`src/rtl/fmc_pkg.sv`:
```
// Package: shared write-mode codes and the strobe-set type for the
// field memory control generator.
package fmc_pkg;

    localparam int WM_W = 3;

    localparam logic [WM_W-1:0] WM_ALTERNATE = 3'b000;
    localparam logic [WM_W-1:0] WM_FREEZE    = 3'b001;
    localparam logic [WM_W-1:0] WM_ALL_TO_B  = 3'b010;
    localparam logic [WM_W-1:0] WM_HALF_B    = 3'b011;
    localparam logic [WM_W-1:0] WM_ALL_TO_A  = 3'b100;
    localparam logic [WM_W-1:0] WM_HALF_A    = 3'b101;

    typedef struct packed {
        logic wen_a;
        logic wen_b;
        logic oen_a;
        logic oen_b;
    } strobe_t;

endpackage

```
`src/rtl/fmc_field_sync.sv`:
```
// Field boundary detector and field-phase flag.
// A rising vsync arms the detector. The first rising edge of line_active
// after that is the field boundary, and it toggles the phase.
// Assumes: vsync and line_active are synchronous to clk. Because the
// detector waits for an edge, a shift of the blanking edge by a clock or
// two does not change how many boundaries are seen.
module fmc_field_sync (
    input  logic clk,
    input  logic rst_n,
    input  logic vsync,
    input  logic line_active,
    output logic fld_start,
    output logic field_b
);

    logic vs_q;
    logic ln_q;
    logic armed;
    logic vs_rise;

    assign vs_rise   = vsync & ~vs_q;
    assign fld_start = armed & line_active & ~ln_q;

    // Keep the previous samples of the sync inputs for edge detection.
    always_ff @(posedge clk) begin
        if (!rst_n) begin
            vs_q <= 1'b0;
            ln_q <= 1'b0;
        end else begin
            vs_q <= vsync;
            ln_q <= line_active;
        end
    end

    // Arm on vsync, disarm once the qualifying active line is found.
    always_ff @(posedge clk) begin
        if (!rst_n) begin
            armed <= 1'b0;
        end else begin
            armed <= vs_rise | (armed & ~fld_start);
        end
    end

    // Toggle the field phase on each boundary; reset so the first field is A.
    always_ff @(posedge clk) begin
        if (!rst_n) begin
            field_b <= 1'b1;
        end else if (fld_start) begin
            field_b <= ~field_b;
        end
    end

    // a boundary is only ever declared on an active-line sample
    a_r3_start_on_active: assert property (@(posedge clk) disable iff (!rst_n)
        fld_start |-> (line_active && !ln_q));

    // the phase flag moves only at a boundary
    a_r3_phase_on_boundary: assert property (@(posedge clk) disable iff (!rst_n)
        !fld_start |=> $stable(field_b));

endmodule

```
`src/rtl/fmc_enable_gen.sv`:
```
// Write and back-channel enable generator.
// At each field boundary it works out the four strobes from the write mode,
// the phase of the field that is starting and the noise-reduction delay
// bit, then holds them for the whole field.
// Assumes: fld_start is one clock wide, and field_b is the phase before the
// boundary toggles it.
module fmc_enable_gen
    import fmc_pkg::*;
(
    input  logic            clk,
    input  logic            rst_n,
    input  logic            fld_start,
    input  logic            field_b,
    input  logic [WM_W-1:0] wr_mode,
    input  logic            nr_field_delay,
    output strobe_t         strobes
);

    logic    nxt_b;
    logic    fd_swap;
    strobe_t nxt;

    assign nxt_b   = ~field_b;
    assign fd_swap = nr_field_delay & (wr_mode == WM_ALTERNATE);

    // Decode the strobe set for the field that is about to start.
    always_comb begin
        nxt = '0;
        unique case (wr_mode)
            WM_ALTERNATE: begin
                nxt.wen_a = ~nxt_b;
                nxt.wen_b = nxt_b;
            end
            WM_ALL_TO_B: nxt.wen_b = 1'b1;
            WM_HALF_B:   nxt.wen_b = nxt_b;
            WM_ALL_TO_A: nxt.wen_a = 1'b1;
            WM_HALF_A:   nxt.wen_a = ~nxt_b;
            default: begin
                nxt.wen_a = 1'b0;
                nxt.wen_b = 1'b0;
            end
        endcase
        nxt.oen_a = (~nxt_b) ^ fd_swap;
        nxt.oen_b = ~nxt.oen_a;
    end

    // Load the strobes only at a field boundary.
    always_ff @(posedge clk) begin
        if (!rst_n) begin
            strobes <= '0;
        end else if (fld_start) begin
            strobes <= nxt;
        end
    end

    // no strobe moves inside a field
    a_r9_hold_mid_field: assert property (@(posedge clk) disable iff (!rst_n)
        !fld_start |=> $stable(strobes));

    // at most one back channel is open at any time
    a_r8_one_back_channel: assert property (@(posedge clk) disable iff (!rst_n)
        $onehot0({strobes.oen_a, strobes.oen_b}));

    // after any boundary exactly one back channel is open
    a_r8_open_after_boundary: assert property (@(posedge clk) disable iff (!rst_n)
        fld_start |=> $countones({strobes.oen_a, strobes.oen_b}) == 1);

    // freeze and reserved codes leave both memories unwritten
    a_r5_frozen: assert property (@(posedge clk) disable iff (!rst_n)
        (fld_start && (wr_mode == WM_FREEZE || wr_mode[2:1] == 2'b11))
        |=> (!strobes.wen_a && !strobes.wen_b));

    // redirect codes write one memory every field
    a_r6_redirect: assert property (@(posedge clk) disable iff (!rst_n)
        (fld_start && (wr_mode == WM_ALL_TO_B || wr_mode == WM_ALL_TO_A))
        |=> (strobes.wen_a == $past(wr_mode[2]) && strobes.wen_b == !$past(wr_mode[2])));

endmodule

```
`src/rtl/fmc_addr_delay.sv`:
```
// Fixed-length delay line for the serial address lines.
// Each lane passes through DEPTH registers, so an output equals its input
// DEPTH clocks earlier.
// Assumes: DEPTH >= 1. The registers clear to zero in reset.
module fmc_addr_delay #(
    parameter int WIDTH = 2,
    parameter int DEPTH = 4
) (
    input  logic             clk,
    input  logic             rst_n,
    input  logic [WIDTH-1:0] din,
    output logic [WIDTH-1:0] dout
);

    localparam int LAST = DEPTH - 1;

    logic [DEPTH-1:0][WIDTH-1:0] stg;

    generate
        if (DEPTH == 1) begin : g_single
            // Single stage: capture the input directly.
            always_ff @(posedge clk) begin
                if (!rst_n) stg <= '0;
                else        stg <= din;
            end
        end else begin : g_chain
            // Shift the chain by one stage per clock.
            always_ff @(posedge clk) begin
                if (!rst_n) stg <= '0;
                else        stg <= {stg[DEPTH-2:0], din};
            end
        end
    endgenerate

    assign dout = stg[LAST];

    // the head stage always holds the input from the previous clock
    a_r2_head_capture: assert property (@(posedge clk) disable iff (!rst_n)
        1'b1 |=> stg[0] == $past(din));

endmodule

```
`src/rtl/fmc_top.sv`:
```
// Dual field memory control generator, top level.
// It joins the field boundary detector, the enable generator and the
// serial address delay line.
// Assumes: a single clock domain (the serial-address clock), with all
// inputs synchronous to it.
module fmc_top #(
    parameter int ADDR_DELAY = 4
) (
    input  logic       clk,
    input  logic       rst_n,
    input  logic       vsync,
    input  logic       line_active,
    input  logic [2:0] wr_mode,
    input  logic       nr_field_delay,
    input  logic       col_addr_in,
    input  logic       row_addr_in,
    output logic       wen_a,
    output logic       wen_b,
    output logic       oen_a,
    output logic       oen_b,
    output logic       col_addr_out,
    output logic       row_addr_out
);

    import fmc_pkg::*;

    localparam int LANES = 2;

    logic             fld_start;
    logic             field_b;
    strobe_t          strobes;
    logic [LANES-1:0] addr_dly;

    fmc_field_sync u_sync (
        .clk         (clk),
        .rst_n       (rst_n),
        .vsync       (vsync),
        .line_active (line_active),
        .fld_start   (fld_start),
        .field_b     (field_b)
    );

    fmc_enable_gen u_en (
        .clk            (clk),
        .rst_n          (rst_n),
        .fld_start      (fld_start),
        .field_b        (field_b),
        .wr_mode        (wr_mode),
        .nr_field_delay (nr_field_delay),
        .strobes        (strobes)
    );

    fmc_addr_delay #(
        .WIDTH (LANES),
        .DEPTH (ADDR_DELAY)
    ) u_dly (
        .clk   (clk),
        .rst_n (rst_n),
        .din   ({row_addr_in, col_addr_in}),
        .dout  (addr_dly)
    );

    assign wen_a        = strobes.wen_a;
    assign wen_b        = strobes.wen_b;
    assign oen_a        = strobes.oen_a;
    assign oen_b        = strobes.oen_b;
    assign col_addr_out = addr_dly[0];
    assign row_addr_out = addr_dly[1];

    // half-rate modes write only the matching memory
    a_r7_half_rate_side: assert property (@(posedge clk) disable iff (!rst_n)
        (fld_start && (wr_mode == WM_HALF_B || wr_mode == WM_HALF_A))
        |=> (wr_mode_side_ok($past(wr_mode), wen_a, wen_b)));

    function automatic logic wr_mode_side_ok(input logic [2:0] m,
                                             input logic a, input logic b);
        return (m == WM_HALF_B) ? !a : !b;
    endfunction

endmodule

```
`config.mk`:
```
export PLATFORM = sky130hd
export DESIGN_NAME = fmc_top
export DESIGN_NICKNAME = d
export VERILOG_FILES = /design/src/rtl/fmc_pkg.sv /design/src/rtl/fmc_field_sync.sv /design/src/rtl/fmc_enable_gen.sv /design/src/rtl/fmc_addr_delay.sv /design/src/rtl/fmc_top.sv
export SDC_FILE = /design/constraint.sdc
export NUM_CORES = 1
export LEC_CHECK = 0
export ABC_AREA = 1
export BUFFER_PORTS_ARGS = -buffer_cell sky130_fd_sc_hd__buf_2
export CAP_MARGIN = 10
export CELL_PAD_IN_SITES_DETAIL_PLACEMENT = 2
export CELL_PAD_IN_SITES_GLOBAL_PLACEMENT = 2
export CORE_ASPECT_RATIO = 1.1
export CORE_MARGIN = 4
export CORE_UTILIZATION = 26
export CTS_BUF_LIST = sky130_fd_sc_hd__clkbuf_8 sky130_fd_sc_hd__clkbuf_16
export DETAILED_ROUTE_END_ITERATION = 7
export PLACE_DENSITY = 0.68
export SLEW_MARGIN = 25
export SYNTH_ARGS = -nofsm -noshare
export SYNTH_HDL_FRONTEND = slang
export SYNTH_SLANG_ARGS = --single-unit
```
`constraint.sdc`:
```
create_clock -name clk -period 1.07 [get_ports clk]
set_clock_uncertainty 0.15 [all_clocks]
set_input_delay 0.0535 -clock clk [delete_from_list [all_inputs] [get_ports clk]]
set_output_delay 0.0535 -clock clk [all_outputs]
set_load 0.01 [all_outputs]
```
======== Word level (Yosys, flattened, before mapping) ========
Index checks and enable logic that the tools add are counted.
storage, ports and cells
  input bits .............................. 10
  register bits after elaboration ......... 16
  output and inout port bits .............. 6
operators by class
  bitwise operators ....................... 12
  multiplexer cells ....................... 2
  reduce and logical (&&, ||, !) cells .... 3
  eq/ne operators ......................... 4
operator list
  kind                count
  $eq 3x2->1 const B  2
  $eq 3x3->1 const B  2
  $and 1x1->1         5
  $not 1->1           5
  $pmux 1 s2          2
  $reduce_or 2->1     2
  $logic_not 3->1     1
  $or 1x1->1          1
  $xor 1x1->1         1

======== Depth between registers and ports, before layout ========
Gate-level depths: netlist of run 1.
  word-level depth ........................ 5
  mapped depth ............................ 7

======== By module ========
Synthesis of run 1 repeated with hierarchy kept, for this count alone.
unflattened totals
  cell total of the unflattened synthesis .. 76
  area, all modules ....................... 586.8 sq um
modules (own cells, without submodules)
  module          instances  area an instance (sq um)  cells an instance
  fmc_addr_delay  1          240.2                     27
  fmc_enable_gen  1          202.7                     30
  fmc_field_sync  1          143.9                     19

======== Least setup slack after synthesis of run 1 ========
OpenSTA, ideal clock, no wires.
  path kind ............................... flip-flop to flip-flop
  start point ............................. register u_sync.armed
  end point ............................... register u_sync.armed
  required time ........................... 0.799 ns
  library setup time ...................... 0.121 ns
  arrival time ............................ 0.706 ns
  setup slack ............................. 0.093 ns
  period minus slack after synthesis ...... 0.977 ns
  stages on the path, launching flop included .. 6
  path buffers ............................ 0
  cells stage by stage .................... dfxtp_1 > nand2_2 > nor2_8 > inv_1 > nand3_1 > o21ai_0
between the ends
  longest elaborated chain between the ends .. 5
RTL lines
  item                      RTL line              source
  start, declared           fmc_field_sync.sv:18  logic armed;
  start signal, assigned    fmc_field_sync.sv:40  armed <= vs_rise | (armed & ~fld_start);
  $and 1x1->1 (2 in a row)  fmc_field_sync.sv:22  assign fld_start = armed & line_active & ~ln_q;
  $not 1->1                 fmc_field_sync.sv:40
  $and 1x1->1 *             fmc_field_sync.sv:40
  $or 1x1->1 *              fmc_field_sync.sv:40
Mark *: on every way between the ends. The rest lies on a longest branch, timed or not.
A chain may end at the register's enable or synchronous reset.

======== Worst setup path in the final report of run 1 ========
  start point ............................. register u_sync.armed
  end point ............................... register, netlist name u_en.strobes[2]
between the ends
  longest elaborated chain between the ends .. 2
RTL lines
  item                      RTL line
  $and 1x1->1 (2 in a row)  fmc_field_sync.sv:22
Every way passes these cells.

==> impl_metrics.csv, run 1 <==
group,metric,value,unit
timing,relSlewSlack,0.870,
synth,ys_top_cells_by_area,"dfxtp_1, nand2_1, inv_1",
detailed_routing,drt_iter0_markers,3,
clock_network,htreeDepth,1,
cells_and_area,fill_cells,238,
cells_and_area,n_antenna_cell,0,
placed_design,portBuffers,15,
timing,rsz0062_at_grt,"yes",
timing,setup_viol,0,
critical_path,crit_path_end_kind,"register",
critical_path,slowest_stage,"dfxtp_4",
synth,yosysWarnings,0,
floorplan,initial_core_util,0.280,
cells_and_area,utilization,0.433,
critical_path,timing.rr.start,"u_sync.armed",
placed_design,hpwl,1.03,mm
power_and_ir_drop,peakVddDrop,1010,uV
placed_design,gp_congestion,0.653,
timing,fmax,947,MHz
critical_path,crit_buf_inv,1,
synth,synth_edf_count,0,
detailed_routing,vias,544,
floorplan,die-area,3010,sq um
synth,synth.distinct_cells,14,
status,violations,"negative hold slack",
global_route,overflow,0,
critical_path,reg2reg_to,"u_en.strobes[2]",
placed_design,placed_area,692,sq um
synth,yosysTopAreaCell,"dfxtp_1",
power_and_ir_drop,p_per_area,1520,nW/um^2
synth,async_reset_ff_frac,0,
cells_and_area,drive_gt1_frac,0.347,
timing,holdWs,-0.0160,ns
flow_run,cap_violations,0,
cells_and_area,layout.nets,112,
cells_and_area,final_cell_area,885,sq um
synth,yosys-top-cells-count,"nand2_1, dfxtp_1, inv_1",
clock_network,clock_path_buffers,2,
detailed_routing,drc,0,
global_route,grt_pass1_vias,565,
critical_path,critPathLaunchType,"register",
timing,maxSlewViolCount,0,
detailed_routing,viasPerCell,4.22,
critical_path,crit_path_max_incr_delay,0.36,ns
synth,synth.avg_cell_area,8.17,sq um
global_route,grt_pass1_wl,2.42,mm
floorplan,coreArea,2040,sq um
critical_path,cp_data_arrival_time,1.04,ns
power_and_ir_drop,leakage,0.480,nW
global_route,antenna_found_initial,0,
synth,synth.net_count,80,
critical_path,criticalPathCategory,"reg -> reg",
synth,syn_area,572,sq um
timing,hold_viol,1,
critical_path,r2r_slack,0.01,ns
timing,tns,0,ns
hold_path,hold_start,"rst_n",
timing,fin_crit_sh,0.987,
clock_network,numCtsBuffers,3,
placed_design,dp_slack,0.00655,ns
synth,synth.top_cell.area_share,0.560,
global_route,grt_max_degree,10,
clock_network,cts_tree,"yes",
synth,netlist_instances,70,
floorplan,num_io_pins,16,
synth,ys_seq_area_frac,0.560,
clock_network,clockRootBuffer,"clkbuf_8",
detailed_routing,wl_per_cell,12.1,microns
detailed_routing,drtPass1Iterations,3,
floorplan,die_y,57.2,microns
hold_path,holdPathEnd,"u_en.strobes[1]",
synth,synth_top_flop_cell,"dfxtp_1",
cells_and_area,syn_to_final_growth,54.7,%
floorplan,die_w,52.7,microns
synth,synth-seq-cells,16,
global_route,track_usage,0.111,
critical_path,path_cells,"nand2_4, nor2_8, buf_4, a21oi_1",
status,status,"finished with violations",
clock_network,clk_pin_slew,0.07,ns
timing,fin_ws,0.0139,ns
detailed_routing,routed_wl,1.56,mm
floorplan,rows,17,
critical_path,cp_max_fo,8,
critical_path,path_delay_family,"flip-flops",
detailed_routing,ant_nets,0,
clock_network,clkLatencyLatePin,0.25,ns
hold_path,hold_class,"in -> reg",
critical_path,cp.required,1.06,ns
synth,synth.most_common_cell,"nand2_1",
clock_network,clkSinkCount,16,
hold_path,hold_depth,3,
timing,layout_min_cycle_time,1.06,ns
critical_path,r2r_cells,4,
timing,tightest_slew,0.192,ns
[routing by layer]
| layer | wire length [microns] | up-vias | track usage |
|---|---|---|---|
| li1 | - | 272 | - |
| met3 | 85 | 2 | 0.0627 |
| met2 | 809 | 11 | 0.195 |
| met1 | 650 | 259 | 0.113 |
| met5 | 0 | - | 0 |
| met4 | 17 | 0 | 0.0219 |
[how the worst max path moves through the flow]
| stage | from | endpoint | slack, ns | cells past startpoint |
|---|---|---|---|---|
| final | u_sync.armed | u_en.strobes[2] | 0.01 | 4 |
| after global routing | u_sync.armed | u_en.strobes[0] | -0.04 | 6 |
| after CTS | u_sync.armed | u_sync.armed | 0.003 | 5 |
| after detailed placement | u_sync.armed | u_en.strobes[1] | 0.007 | 5 |
| after global placement | u_sync.armed | u_en.strobes[1] | 0.04 | 5 |
| after floorplan | u_sync.armed | u_sync.armed | 0.09 | 5 |
[cell type report]
class                           instances  area (sq um)  area share
Clock buffer                            4          55.1      0.0622
Inverter                               16          60.1      0.0679
Multi-Input combinational cell         37           215       0.243
Sequential cell                        16           324       0.366
Tap cell                               28          35.0      0.0396
Timing Repair Buffer                   28           195       0.221
[registers in the layout, summed over array words and instances, names as in the netlist]
signal,flops
u_sync.armed,1
u_en.strobes,4
u_dly.dout,2
u_sync.ln_q,1
u_sync.field_b,1
u_dly.stg,6
u_sync.vs_q,1
[layout by cell type (no fill, tap or decap), types with 2 or more instances in the layout]
cell type	synthesis	final
nor2_1	4	3
a21oi_1	4	3
dlygate4sd3_1	0	9
nand2_2	1	2
clkbuf_8	0	4
nand2_1	17	15
buf_4	0	4
a21oi_2	1	2
o21ai_0	4	4
inv_2	0	2
dfxtp_1	16	15
buf_2	1	15
inv_1	16	14
[per-stage QoR]
stage	cells	total power [mW]
floorplan	70	0.717
global placement	114	0.766
detailed placement	114	0.773
CTS	125	1.35
global route	129	1.42
finish	129	1.35
[cell families (layout without fill, tap and decap cells)]
group / Yosys count / in the layout / share of synthesized area
and+or+nand+nor: 26 / 26 / 0.219
DFF: 16 / 16 / 0.560
AOI/OAI and AO/OA: 11 / 11 / 0.107
buffers and inverters: 17 / 48 / 0.114
[report_power, final]
part           switching [mW]  internal (mW)
clock network           0.212          0.326
logic                  0.0842         0.0821
registers              0.0178          0.626
total                   0.314           1.03
[worst reg2reg max path, stage by stage (launching register included)]
cell     delay, ns
dfxtp_4       0.36
nand2_4       0.07
nor2_8        0.16
buf_4         0.15
a21oi_1       0.06
[repair_timing]
| item | CTS | global route |
|---|---|---|
| buffers inserted | 1 | 1 |
| pin swaps | 1 | 3 |
| cloned | 0 | 0 |
| gates resized for setup | 4 | 7 |
| setup endpoints to repair | 3 | 5 |
| endpoints found under the hold margin | 9 | 3 |
| hold buffers | 6 | 3 |
Power figures use the tool's default switching activity.
==> run 2, diff against run 1 <==
- ABC_AREA: 1 -> unset
- CORE_UTILIZATION: 26 -> 29
- PLACE_DENSITY: 0.68 -> 0.7
==> run 2 against run 1 <==
Net effect:
- the flow finishes with violations (negative setup slack)
- global-route usage is 1.0 points higher
- via count fell by 13%
- synthesized cell count shrank 24%
- cell area increased by 0.42%
- largest cell class unchanged
==> impl_metrics.csv, run 2 <==
group,metric,value,unit
detailed_routing,drtPass1Iterations,1,
timing,tightest_slew,0.351,ns
timing,rsz0062_at_grt,"yes",
critical_path,reg2reg_to,"u_en.strobes[0]",
synth,synth.most_common_cell,"dfxtp_1",
synth,synth-seq-cells,16,
clock_network,clockRootBuffer,"clkbuf_8",
timing,relSlewSlack,0.760,
clock_network,clk_pin_slew,0.06,ns
global_route,overflow,0,
critical_path,criticalPathCategory,"reg -> reg",
synth,yosysTopAreaCell,"dfxtp_1",
timing,holdWs,0.0342,ns
critical_path,cp_data_arrival_time,1.26,ns
clock_network,clock_path_buffers,2,
detailed_routing,wl_per_cell,12.8,microns
synth,ys_seq_area_frac,0.568,
clock_network,cts_tree,"yes",
clock_network,clkLatencyLatePin,0.25,ns
clock_network,numCtsBuffers,3,
synth,synth.avg_cell_area,10.6,sq um
floorplan,die_w,50.1,microns
timing,layout_min_cycle_time,1.27,ns
power_and_ir_drop,leakage,0.408,nW
global_route,grt_pass1_vias,504,
hold_path,hold_depth,3,
cells_and_area,utilization,0.488,
synth,yosys-top-cells-count,"dfxtp_1, and2_1, inv_1",
cells_and_area,layout.nets,96,
timing,maxSlewViolCount,0,
status,status,"finished with violations",
cells_and_area,drive_gt1_frac,0.471,
timing,hold_viol,0,
cells_and_area,largest_register_ffs,6,
detailed_routing,drc,0,
placed_design,portBuffers,15,
synth,netlist_instances,53,
detailed_routing,drt_iter0_markers,0,
status,violations,"negative setup slack",
critical_path,critPathLaunchType,"register",
detailed_routing,viasPerCell,4.22,
floorplan,coreArea,1820,sq um
hold_path,holdPathEnd,"u_en.strobes[1]",
critical_path,r2r_slack,-0.20,ns
timing,tns,-0.817,ns
placed_design,gp_congestion,0.683,
global_route,grt_max_degree,13,
power_and_ir_drop,p_per_area,1450,nW/um^2
floorplan,num_io_pins,16,
synth,synth.distinct_cells,23,
floorplan,initial_core_util,0.310,
synth,async_reset_ff_frac,0,
synth,synth.net_count,63,
synth,ys_top_cells_by_area,"dfxtp_1, and2_1, a2111oi_2",
synth,syn_area,564,sq um
cells_and_area,syn_to_final_growth,57.4,%
detailed_routing,vias,473,
power_and_ir_drop,peakVddDrop,991,uV
clock_network,clkSinkCount,16,
floorplan,rows,16,
floorplan,die_y,54.3,microns
timing,fin_crit_sh,1.18,
cells_and_area,fill_cells,199,
cells_and_area,final_common_cell,"buf_2",
floorplan,die-area,2720,sq um
clock_network,htreeDepth,1,
detailed_routing,routed_wl,1.43,mm
critical_path,crit_path_end_kind,"register",
critical_path,cp.required,1.06,ns
synth,synth.top_cell.area_share,0.568,
global_route,grt_pass1_wl,2.30,mm
flow_run,cap_violations,0,
cells_and_area,mostFrequentLayoutCells,"buf_2, dfxtp_1, and2_1",
synth,yosysWarnings,0,
detailed_routing,ant_nets,0,
critical_path,cp_max_fo,8,
cells_and_area,n_antenna_cell,0,
timing,fmax,790,MHz
placed_design,hpwl,989,microns
critical_path,timing.rr.start,"u_sync.ln_q",
global_route,antenna_found_initial,0,
synth,synth_top_flop_cell,"dfxtp_1",
critical_path,r2r_cells,4,
timing,fin_ws,-0.195,ns
hold_path,hold_start,"line_active",
power_and_ir_drop,totalPowerFinal,1.29,mW
cells_and_area,regMostFlops,"u_dly.stg",
timing,setup_viol,5,
synth,synth_edf_count,0,
global_route,track_usage,0.121,
hold_path,hold_class,"in -> reg",
## run 2: changes by cell type in the layout (fill, tap and decap cells not counted), moves of 3 or more
cell	change
inv_1	-10
nand2_1	-13
buf_4	+3
and2_1	+9
dfxtp_2	+3
dlygate4sd3_1	-4
o21ai_0	-3
## run 2: repair_timing
action,CTS,global route
hold endpoints to repair,7,0
hold buffers,5,0
setup buffers,1,0
pin swaps,2,0
gates resized for setup,3,4
endpoints found under the setup margin,5,14
## run 2: worst max path at each step
stage | start | endpoint | slack [ns] | cells after the start
final | u_sync.ln_q | u_en.strobes[0] | -0.20 | 4
after global placement | wr_mode[2] | u_en.strobes[0] | -0.32 | 4
after global routing | u_sync.ln_q | u_en.strobes[0] | -0.26 | 4
after CTS | u_sync.ln_q | u_en.strobes[0] | -0.19 | 3
after detailed placement | wr_mode[2] | u_en.strobes[0] | -0.33 | 4
after floorplan | wr_mode[2] | u_en.strobes[0] | -0.20 | 3
## run 2: through the flow
| step | instances | instance area (sq um) | setup WS, ns |
|---|---|---|---|
| final | 112 | 888 | -0.195 |
| after CTS | 112 | 875 | -0.192 |
| after floorplan | 53 | 589 | -0.201 |
| after global placement | 102 | 754 | -0.321 |
| after detailed placement | 102 | 754 | -0.334 |
| after global routing | 112 | 888 | -0.259 |
## run 2: worst max-delay path: stages (launching register included)
cell and delay (ns):
dfxtp_2 0.33, nand3b_4 0.18, buf_6 0.13, nor3b_4 0.04
o31a_2 0.33
## run 2: final cells by class
cell class	count	area, sq um	area share
multi-input cells	32	260	0.293
well taps	27	33.8	0.0380
inverters	4	15.0	0.0169
repair buffers	29	200	0.225
clock buffers	4	55.1	0.0620
flip-flops and latches	16	324	0.365
## run 2: per-layer routing
metal / vias up / GRT usage / wire [microns]
met3: 3 / 0.0354 / 60
met5: - / 0 / 0
li1: 238 / - / -
met2: 10 / 0.196 / 700
met1: 222 / 0.135 / 626
met4: 0 / 0.0968 / 40
## run 2: power breakdown
part           total [mW]  switching [mW]  internal (mW)
registers           0.630         0.00975          0.621
logic               0.131          0.0538         0.0774
clock network       0.529           0.202          0.327
## run 2: logic make-up after synthesis
family                 Yosys count  synth area share
AO/OA/AOI/OAI                    8             0.120
AND/OR/NAND/NOR                 23             0.264
flip-flops                      16             0.568
buffers and inverters            5            0.0332
XOR/XNOR                         1            0.0155
==> run 3, diff against run 2 <==
- GPL_TIMING_DRIVEN: unset -> 0
==> run 3 against run 2 <==
Net effect:
- the run still ends with negative setup slack left
- fmax about the same
- worst setup slack barely moved
- sequential cell count stayed put
- via count decreased by 1.9%
- clock power fell by 17%
- first-iteration DRC count grew 3
- cell count fell by 6.3%
- critical path type unchanged
- critical endpoint unchanged
==> impl_metrics.csv, run 3 (same netlist as run 2, synthesis figures left out) <==
group,metric,value,unit
cells_and_area,n_antenna_cell,0,
cells_and_area,final_cells,105,
critical_path,cp_max_fo,8,
critical_path,reg2reg_to,"u_en.strobes[0]",
floorplan,num_io_pins,16,
detailed_routing,drtPass1Iterations,2,
hold_path,hold_start,"wr_mode[1]",
timing,fin_crit_sh,1.18,
timing,hold_viol,0,
power_and_ir_drop,leakage,0.372,nW
detailed_routing,wl_per_cell,11.5,microns
flow_run,cap_violations,0,
cells_and_area,final_cell_area,833,sq um
timing,tightest_slew,0.343,ns
global_route,track_usage,0.106,
timing,setup_viol,5,
timing,maxSlewViolCount,0,
global_route,grt_pass1_wl,2.08,mm
cells_and_area,drive_gt1_frac,0.423,
power_and_ir_drop,p_per_area,1420,nW/um^2
critical_path,r2r_cells,4,
cells_and_area,syn_to_final_growth,47.7,%
placed_design,placed_area,698,sq um
cells_and_area,regMostFlops,"u_dly.stg",
floorplan,rows,16,
hold_path,hold_class,"in -> reg",
clock_network,clk_pin_slew,0.06,ns
floorplan,die-area,2720,sq um
placed_design,gp_congestion,0.598,
clock_network,clock_path_buffers,2,
status,violations,"negative setup slack",
timing,fmax,790,MHz
cells_and_area,final_common_cell,"buf_2",
critical_path,timing.rr.start,"u_sync.ln_q",
hold_path,holdPathEnd,"u_en.strobes[3]",
global_route,overflow,0,
floorplan,die_w,50.1,microns
timing,fin_ws,-0.195,ns
placed_design,hpwl,836,microns
clock_network,numCtsBuffers,3,
cells_and_area,utilization,0.457,
status,status,"finished with violations",
clock_network,clockRootBuffer,"clkbuf_8",
placed_design,dp.cells,95,
clock_network,clkSinkCount,16,
hold_path,hold_depth,3,
global_route,grt_pass1_vias,482,
timing,rsz0062_at_grt,"yes",
clock_network,clkLatencyLatePin,0.24,ns
power_and_ir_drop,totalPowerFinal,1.18,mW
detailed_routing,vias,464,
detailed_routing,routed_wl,1.21,mm
critical_path,crit_path_end_kind,"register",
cells_and_area,layout.nets,90,
floorplan,coreArea,1820,sq um
floorplan,die_y,54.3,microns
clock_network,htreeDepth,1,
global_route,grt_max_degree,11,
floorplan,initial_core_util,0.310,
timing,layout_min_cycle_time,1.27,ns
clock_network,cts_tree,"yes",
detailed_routing,drc,0,
cells_and_area,mostFrequentLayoutCells,"buf_2, dfxtp_1, and2_1",
timing,relSlewSlack,0.772,
critical_path,r2r_slack,-0.20,ns
critical_path,criticalPathCategory,"reg -> reg",
global_route,antenna_found_initial,0,
detailed_routing,ant_nets,0,
cells_and_area,largest_register_ffs,6,
placed_design,portBuffers,15,
detailed_routing,viasPerCell,4.42,
critical_path,critPathLaunchType,"register",
critical_path,cp.required,1.06,ns
detailed_routing,drt_iter0_markers,3,
timing,holdWs,0.00988,ns
critical_path,cp_data_arrival_time,1.25,ns
power_and_ir_drop,peakVddDrop,821,uV
[run 3: what timing repair did]
item                                    4_1_cts  5_1_grt
endpoints found under the setup margin        4        6
hold endpoints to repair                      6        0
resized for setup                             6        4
pin swaps                                     2        1
buffers inserted                              2        0
hold buffers                                  5        0
[run 3: how the worst max path moves through the flow]
stage,cells past startpoint,slack (ns),start,endpoint
2_1_floorplan,3,-0.20,wr_mode[2],u_en.strobes[0]
3_3_place_gp,4,-0.35,wr_mode[2],u_en.strobes[0]
3_5_place_dp,4,-0.35,wr_mode[2],u_en.strobes[0]
4_1_cts,4,-0.19,u_sync.ln_q,u_en.strobes[2]
5_1_grt,4,-0.23,u_sync.ln_q,u_en.strobes[0]
6_report,4,-0.20,u_sync.ln_q,u_en.strobes[0]
[run 3: through the flow]
stage	worst slack, ns	TNS (ns)
after floorplan	-0.201	-0.378
after global placement	-0.347	-0.907
after detailed placement	-0.354	-1.02
after CTS	-0.191	-0.763
after global routing	-0.231	-1.04
final	-0.195	-0.728
[run 3: power by group]
group	internal [mW]	switching, mW	total, mW
registers	0.620	0.0103	0.630
logic	0.0625	0.0493	0.112
clock network	0.249	0.191	0.440
[run 3: metal layers]
| metal | vias to the layer above | GRT usage | routed length [microns] |
|---|---|---|---|
| li1 | 226 | - | - |
| met1 | 224 | 0.109 | 488 |
| met2 | 10 | 0.191 | 644 |
| met3 | 4 | 0.0109 | 40 |
| met4 | 0 | 0.0968 | 36 |
| met5 | - | 0 | 0 |
[run 3: cell type report]
| type | count | area, sq um |
|---|---|---|
| inverters | 4 | 15.0 |
| plain buffers | 1 | 3.75 |
| clock buffers | 3 | 41.3 |
| repair buffers | 22 | 148 |
| flip-flops and latches | 16 | 323 |
| well taps | 27 | 33.8 |
| multi-input cells | 32 | 269 |
| fillers | 201 | 988 |
[run 3: worst max-delay path: stages, from the launching register on]
cell	delay (ns)
dfxtp_2	0.32
nand3b_4	0.19
buf_6	0.12
nor3b_4	0.04
o31a_2	0.33
